$ cat config.mk
export PLATFORM = sky130hd
export DESIGN_NAME = stc_tag_slot
export DESIGN_NICKNAME = d
export VERILOG_FILES = /design/src/rtl/stc_pkg.sv /design/src/rtl/stc_tag_slot.sv
export SDC_FILE = /design/constraint.sdc
export NUM_CORES = 1
export LEC_CHECK = 0
export ABC_AREA = 0
export BUFFER_PORTS_ARGS = -buffer_cell sky130_fd_sc_hd__buf_4
export CORE_AREA = 2 2 39 41
export DETAILED_ROUTE_END_ITERATION = 8
export DIE_AREA = 0 0 41 43
export SETUP_SLACK_MARGIN = 0.2
export SYNTH_ARGS = -nofsm -noshare
export SYNTH_HDL_FRONTEND = slang
export SYNTH_SLANG_ARGS = --single-unit
export TNS_END_PERCENT = 5
$ cat constraint.sdc
create_clock -name clk -period 1.6 [get_ports clk]
set_input_delay 0.08 -clock clk [delete_from_list [all_inputs] [get_ports clk]]
set_output_delay 0.08 -clock clk [all_outputs]
set_load 0.01 [all_outputs]
$ cat src/rtl/stc_pkg.sv
package stc_pkg;

  typedef enum logic [2:0] {
    RQ_BLK_RD  = 3'd0,
    RQ_DW_RD   = 3'd1,
    RQ_SW_RD   = 3'd2,
    RQ_PW_RD   = 3'd3,
    RQ_BLK_WR  = 3'd4,
    RQ_WD_WR   = 3'd5,
    RQ_UPGRADE = 3'd6,
    RQ_ELIM    = 3'd7
  } req_kind_e;

  typedef enum logic [2:0] {
    SL_IDLE   = 3'd0,  // never issued or cleared by a violation
    SL_NORESP = 3'd1,  // last issue expects no response
    SL_OPEN   = 3'd2,  // issued, nothing received
    SL_BEAT   = 3'd3,  // non-final data received
    SL_FINAL  = 3'd4,  // final data received, completion pending
    SL_RETIRED = 3'd5  // completed; remembers for late data
  } slot_st_e;

  localparam int RSN_W = 3;
  typedef logic [RSN_W-1:0] rsn_t;

  localparam rsn_t RSN_NONE  = 3'd0;
  localparam rsn_t RSN_UNEXP = 3'd1;
  localparam rsn_t RSN_KIND  = 3'd2;
  localparam rsn_t RSN_ORDER = 3'd3;
  localparam rsn_t RSN_UNSOL = 3'd4;
  localparam rsn_t RSN_DUP   = 3'd5;

  localparam logic [1:0] CMP_ACK  = 2'd0;
  localparam logic [1:0] CMP_NACK = 2'd1;
  localparam logic [1:0] CMP_ERR  = 2'd2;

  function automatic logic kind_no_reply(req_kind_e k);
    return (k == RQ_BLK_WR) || (k == RQ_WD_WR) || (k == RQ_ELIM);
  endfunction

  function automatic logic kind_wants_block(req_kind_e k);
    return (k == RQ_BLK_RD) || (k == RQ_UPGRADE);
  endfunction

endpackage

$ cat src/rtl/stc_tag_slot.sv
module stc_tag_slot
  import stc_pkg::*;
(
  input  logic       clk,
  input  logic       rst_n,
  input  logic       iss_hit,
  input  req_kind_e  iss_type,
  input  logic       dat_hit,
  input  logic       dat_blk,
  input  logic       dat_last,
  input  logic       cmp_hit,
  input  logic [1:0] cmp_code,
  output logic       busy,
  output rsn_t       dat_rsn,
  output rsn_t       cmp_rsn,
  output logic       iss_dup,
  output logic       cmp_ok
);

  slot_st_e st_q, st_a, st_b, st_d;
  logic     blk_q, blk_d;
  logic     upg_q, upg_d;
  logic     upd_en;

  assign busy = (st_q == SL_OPEN) || (st_q == SL_BEAT) || (st_q == SL_FINAL);

  // data stage: evaluated on the state at the start of the cycle
  always_comb begin
    st_a    = st_q;
    dat_rsn = RSN_NONE;
    if (dat_hit) begin
      case (st_q)
        SL_IDLE: dat_rsn = RSN_UNSOL;
        SL_NORESP: begin
          dat_rsn = RSN_UNEXP;
          st_a    = SL_IDLE;
        end
        SL_OPEN, SL_BEAT: begin
          if (dat_blk != blk_q) begin
            dat_rsn = RSN_KIND;
            st_a    = SL_IDLE;
          end else begin
            st_a = dat_last ? SL_FINAL : SL_BEAT;
          end
        end
        default: begin  // SL_FINAL, SL_RETIRED
          dat_rsn = RSN_ORDER;
          st_a    = SL_IDLE;
        end
      endcase
    end
  end

  // completion stage: sees the data stage result (same-cycle final beat)
  always_comb begin
    st_b    = st_a;
    cmp_rsn = RSN_NONE;
    cmp_ok  = 1'b0;
    if (cmp_hit) begin
      case (st_a)
        SL_NORESP: begin
          cmp_rsn = RSN_UNEXP;
          st_b    = SL_IDLE;
        end
        SL_OPEN: begin
          if ((cmp_code == CMP_ACK) && !upg_q) begin
            cmp_rsn = RSN_ORDER;
            st_b    = SL_IDLE;
          end else begin
            cmp_ok = 1'b1;
            st_b   = SL_RETIRED;
          end
        end
        SL_BEAT: begin
          cmp_rsn = RSN_ORDER;
          st_b    = SL_IDLE;
        end
        SL_FINAL: begin
          cmp_ok = 1'b1;
          st_b   = SL_RETIRED;
        end
        default: begin  // SL_IDLE, SL_RETIRED
          cmp_rsn = RSN_UNSOL;
          st_b    = SL_IDLE;
        end
      endcase
    end
  end

  // issue stage: duplicate check on start-of-cycle state, wins the write
  always_comb begin
    st_d    = st_b;
    blk_d   = blk_q;
    upg_d   = upg_q;
    iss_dup = iss_hit && busy;
    if (iss_hit && !busy) begin
      st_d  = kind_no_reply(iss_type) ? SL_NORESP : SL_OPEN;
      blk_d = kind_wants_block(iss_type);
      upg_d = (iss_type == RQ_UPGRADE);
    end
  end

  assign upd_en = iss_hit || dat_hit || cmp_hit;

  always_ff @(posedge clk or negedge rst_n) begin
    if (!rst_n) begin
      st_q  <= SL_IDLE;
      blk_q <= 1'b0;
      upg_q <= 1'b0;
    end else if (upd_en) begin
      st_q  <= st_d;
      blk_q <= blk_d;
      upg_q <= upg_d;
    end
  end

endmodule

Word-level counts from Yosys, hierarchy flattened
Index checks and enable logic that the tools add are counted.
{"block": "op_classes", "muxes": 18, "reduce_logical": 17, "eq_ne": 13}
{"cell": "2-to-1 mux 3 bit", "n": 8}
{"cell": "== test 3 bit, second input constant", "n": 6}
{"cell": "== test 3 x 2 -> 1 bit, second input constant", "n": 4}
{"cell": "case mux 3 bit (2 select lines)", "n": 2}
{"cell": "case mux 3 bit (4 select lines)", "n": 1}
{"cell": "case mux 3 bit (3 select lines)", "n": 1}
{"cell": "logical OR 1 bit", "n": 7}
{"cell": "== test 3 x 1 -> 1 bit, second input constant", "n": 2}
{"cell": "zero test 3 bit", "n": 2}
{"cell": "2-to-1 mux 2 bit", "n": 3}
{"cell": "logical AND 1 bit", "n": 3}
{"cell": "zero test 1 bit", "n": 2}
{"cell": "zero test 2 bit", "n": 1}
{"cell": "2-to-1 mux 1 bit", "n": 2}
{"cell": "case mux 1 bit (2 select lines)", "n": 1}
{"cell": "AND reduction 2 bit", "n": 1}
{"cell": "OR reduction 2 bit", "n": 1}
{"cell": "!= test 1 bit", "n": 1}
{"block": "totals", "out_inout_bits": 9, "ff_bits": 5, "word_cells": 51}

Logic depth before layout (Yosys ltp)
{"block": "logic_depth", "ltp_word": 8, "mapped_depth": 5, "depth_no_buf": 4}

Worst setup path after synthesis
Ideal clock, no wire load.
{"block": "synth_timing", "path_kind": "register to register", "startpoint": "reg st_q[1]", "endpoint": "reg st_q[1]", "synth_period_minus_slack_ns": 1.362, "path_buffers": 1, "arrival_time_ns": 1.242, "setup_ns": 0.120, "path_slack_ns": 0.238, "path_stages_with_launch": 6, "path_cell_list": "dfrtp_1 buf_6 or3b_4 nand3_4 a21oi_2 a41o_1"}
{"block": "synth_via", "elab_chain_len": 8}
{"element": "start: declaration", "line_no": "stc_tag_slot.sv:20", "rtl": "slot_st_e st_q, st_a, st_b, st_d;"}
{"element": "start signal: assignment", "line_no": "stc_tag_slot.sv:111", "rtl": "st_q <= st_d;"}
{"element": "== test 3 x 2 -> 1 bit", "line_no": "stc_tag_slot.sv:25, stc_tag_slot.sv:32"}
{"element": "OR reduction 2 bit", "line_no": "stc_tag_slot.sv:32", "rtl": "case (st_q)"}
{"element": "case mux 3 bit (2 select lines)", "line_no": "stc_tag_slot.sv:32"}
{"element": "2-to-1 mux 3 bit", "line_no": "stc_tag_slot.sv:31", "rtl": "if (dat_hit) begin"}
{"element": "== test 3 bit or == test 3 x 2 -> 1 bit (tied branches)", "line_no": "stc_tag_slot.sv:60", "rtl": "case (st_a)"}
{"element": "case mux 3 bit (2 select lines)", "line_no": "stc_tag_slot.sv:60"}
{"element": "2-to-1 mux 3 bit", "line_no": "stc_tag_slot.sv:59", "rtl": "if (cmp_hit) begin"}
{"element": "2-to-1 mux 3 bit (*)", "line_no": "stc_tag_slot.sv:96", "rtl": "if (iss_hit && !busy) begin"}
Every way passes the cells marked *; elsewhere a longest branch is shown, timed or not.
A chain may end at the register's enable or synchronous reset.

Worst setup path in the final report
{"block": "layout_timing", "startpoint": "reg st_q[0]", "endpoint": "out cmp_rsn[2]"}
{"block": "layout_via", "elab_chain_len": 7}
{"element": "== test 3 x 2 -> 1 bit", "line_no": "stc_tag_slot.sv:32"}
{"element": "OR reduction 2 bit", "line_no": "stc_tag_slot.sv:32"}
{"element": "case mux 3 bit (2 select lines)", "line_no": "stc_tag_slot.sv:32"}
{"element": "2-to-1 mux 3 bit (*)", "line_no": "stc_tag_slot.sv:31"}
{"element": "== test 3 bit, or another cell as far along", "line_no": "stc_tag_slot.sv:60"}
{"element": "case mux 3 bit (4 select lines) (*)", "line_no": "stc_tag_slot.sv:60"}
{"element": "2-to-1 mux 3 bit (*)", "line_no": "stc_tag_slot.sv:59"}
{"element": "end: declaration", "line_no": "stc_tag_slot.sv:15", "rtl": "output rsn_t cmp_rsn,"}
Marked as above.

==> flow_metrics.env <==
export IMPL_run_status="complete, but fails checks"
export IMPL_violations="negative setup slack"
export IMPL_clkSinkCount=5
export IMPL_final_nets=99
export IMPL_routed_via_density=4.94
export IMPL_critPathKind="reg -> out"
export IMPL_drive_above_1_share_pct=57.0
export IMPL_required_ps=1520
export IMPL_synth_xor_area_share_pct=5.13
export IMPL_switchingPower_w=0.000196
export IMPL_intPower_w=0.000386
export IMPL_grt_usage_pct=13.8
export IMPL_cts_tree="yes"
export IMPL_routabilityCongestion=0.706
export IMPL_crit_path_max_incr_delay_ps=430
export IMPL_cp_max_fo=5
export IMPL_fp_dieArea_sq_um=1760
export IMPL_yosys_warnings=0
export IMPL_grt_max_degree=12
export IMPL_pre_cts_ws_ps=118
export IMPL_cp_start_kind="flop"
export IMPL_p_per_area_nw_per_um2=751
export IMPL_setup_viol=1
export IMPL_antenna_cells=0
export IMPL_drv_slew=0
export IMPL_grt_setup_unrepaired="yes"
export IMPL_clkTransAtPathRegs_ps=40
export IMPL_crit_chain="or3_1 -> and3_1 -> o21a_1 -> buf_4"
export IMPL_drv_cap=0
export IMPL_core_sq_um=1380
export IMPL_die_w_um=41
export IMPL_p_leak_nw=0.360
export IMPL_ys_ff_latch=5
export IMPL_syn_inst=55
export IMPL_pwr_share_seq_pct=29.5
export IMPL_wl_per_cell_um=11.1
export IMPL_worstMarginPinSlew_ps=272
export IMPL_critPathCaptureType="output port"
export IMPL_antenna_found_initial=0
export IMPL_clock_fmax_ghz=0.615
export IMPL_syn_area_sq_um=488
export IMPL_synth_fp_nets=67
export IMPL_setup_slack_ps=-27.1
export IMPL_synthMuxAreaShare_pct=0
export IMPL_slew_headroom_pct=81.8
export IMPL_clk_path_buf_depth=2
export IMPL_ctsRootBufferMaster="clkbuf_4"
export IMPL_drc=0
export IMPL_dr_pass1_iters=3
export IMPL_syn_avg_cell_area_sq_um=8.87
export IMPL_syn2layout_area_growth_pct=58.7
export IMPL_fin_crit_ps=1630
export IMPL_synth_distinct_cells=36
export IMPL_vias=504
export IMPL_finalClockSkew_ps=0.773
export IMPL_synth_compound_area_share_pct=27.4
export IMPL_ios=21
export IMPL_synth_top_family_by_area="simple AND/OR/NAND/NOR gates"
export IMPL_swShare_pct=33.7
export IMPL_synthAdderAreaFrac_pct=0
export IMPL_pwr_share_clk_pct=24.6
export IMPL_portBuffers=20
export IMPL_final_util_pct=56.0
export IMPL_yosys_area_share_simple_pct=33.8
export IMPL_h_tree_depth=1
export IMPL_grt_pass1_wl_um=1650
export IMPL_first_iter_violations=7
export IMPL_hpwl_um=791
export IMPL_finalHoldViolCount=0
export IMPL_start_util_pct=35.3
export IMPL_grt_pass1_vias=433
export IMPL_num_rows=14
export IMPL_insertion_delay_ps=240
export IMPL_cp_slowest_cell="dfrtp_2"
export IMPL_max_vdd_ir_drop_v=0.000518
export IMPL_die_y_um=43
export IMPL_drt_total_wl_um=1130
export IMPL_seq_area_frac_synth_pct=25.6
export IMPL_cts_made_buffers=3
export IMPL_crit_arrival_ps=1550
export IMPL_min_path_type="in -> reg"
export IMPL_grt_overflow_total=0
export IMPL_antenna_left=0
export IMPL_pwr_share_comb_pct=45.9
export IMPL_post_route_period_util_pct=102
routing by layer:
layer / up-vias / wire length (um) / GRT usage [%]
met3: 0 / 61 / 1.57
li1: 261 / - / -
met5: - / 0 / 0
met4: 0 / 0 / 8.00
met1: 226 / 496 / 16.4
met2: 17 / 570 / 22.2
layout by cell type, fill, tap and decap left out, drive strengths merged, types with 3 or more instances in the layout:
master and count:
clkbuf 4, o31ai 4, nand2 5, inv 3, a21oi 4, dfrtp 5, nor2 4, buf 29
nand2b 3
synthesized netlist by cell type:
cell      count  area [sq um]
nor2_1        3          11.3
a21oi_1       3          15.0
dfrtp_1       5           125
a21boi_1      1          7.51
or3b_4        1          11.3
nor2b_1       1          6.26
a41o_1        1          10.0
o311ai_0      1          8.76
nor2_2        1          6.26
nand2_1       5          18.8
o31ai_2       1          12.5
o21ai_2       1          8.76
o21ai_0       1          5.00
nand2b_2      1          8.76
xor2_2        1          16.3
and3_1        1          6.26
and2b_2       1          8.76
o21a_1        2          15.0
nor4b_1       1          8.76
nand3_4       1          17.5
or2_0         1          6.26
or3_1         1          6.26
nand3_1       1          5.00
nand2b_1      2          12.5
a31oi_1       1          6.26
and2_1        1          6.26
o31ai_4       1          21.3
buf_2         1          5.00
nor4_1        1          6.26
inv_1         3          11.3
xor2_1        1          8.76
nand4b_1      1          8.76
nor3_1        2          10.0
o31ai_1       2          15.0
buf_6         2          22.5
a21oi_2       1          8.76
power by group through the flow:
stage	Combinational, W	Clock (W)	Sequential (W)
floorplan	0.000147	0	0.000156
global placement	0.000198	0	0.000172
detailed placement	0.000198	0	0.000173
CTS	0.000255	0.000152	0.000171
global route	0.000291	0.000153	0.000174
finish	0.000267	0.000143	0.000172
kinds of logic after synthesis:
group	Yosys count
and+or+nand+nor	26
AOI/OAI and AO/OA	16
buffers and inverters	6
DFF	5
xor gates and xnor gates	2
worst paths after layout:
check / from / to / slack [ps] / cells past startpoint
setup / recovery: st_q[0]$_DFFE_PN0N_ / cmp_rsn[2] / -30 / 4
setup reg to reg: st_q[2]$_DFFE_PN0N_ / st_q[1]$_DFFE_PN0N_ / 200 / 5
hold / removal: iss_type[0] / blk_q$_DFFE_PN0P_ / 30 / 2
max in group asynchronous: rst_n / st_q[0]$_DFFE_PN0N_ / 1300 / 2
hold reg to reg: upg_q$_DFFE_PN0P_ / upg_q$_DFFE_PN0P_ / 500 / 2
min in group asynchronous: rst_n / st_q[2]$_DFFE_PN0N_ / 180 / 2
stage by stage:
stage                     cells  power [W]  hold WS [ps]  cell area (sq um)  TNS, ps
final                       102   0.000582          30.7                774    -27.1
after global routing        102   0.000618          47.2                774     -315
after CTS                   100   0.000577          26.3                751     -125
after floorplan              55   0.000304          -216                488        0
after detailed placement     88   0.000371          -113                631        0
after global placement       88   0.000370          -113                631        0
registers in the layout (all words and copies together) (netlist names):
signal  flops
st_q        3
upg_q       1
blk_q       1
final cells by class:
class / instances / area, sq um
Fill cell: 138 / 609
Multi-Input combinational cell: 44 / 360
Tap cell: 16 / 20.0
Clock buffer: 4 / 26.3
Timing Repair Buffer: 30 / 228
Inverter: 3 / 11.3
Sequential cell: 5 / 129
critical path: cells and delay by family, from the launching register on:
| kind | cells | cell delay (ps) |
|---|---|---|
| AOI/OAI and AO/OA | 1 | 170 |
| buffers and inverters | 1 | 130 |
| and+or+nand+nor | 2 | 570 |
| DFF | 1 | 430 |
repair_timing:
action,in CTS,in global routing
resized for setup,8,3
buffers inserted,7,2
setup endpoints to repair,10,10
endpoints found under the hold margin,5,0
pin swaps,7,5
hold buffers,1,0
Power figures use the tool's default switching activity.
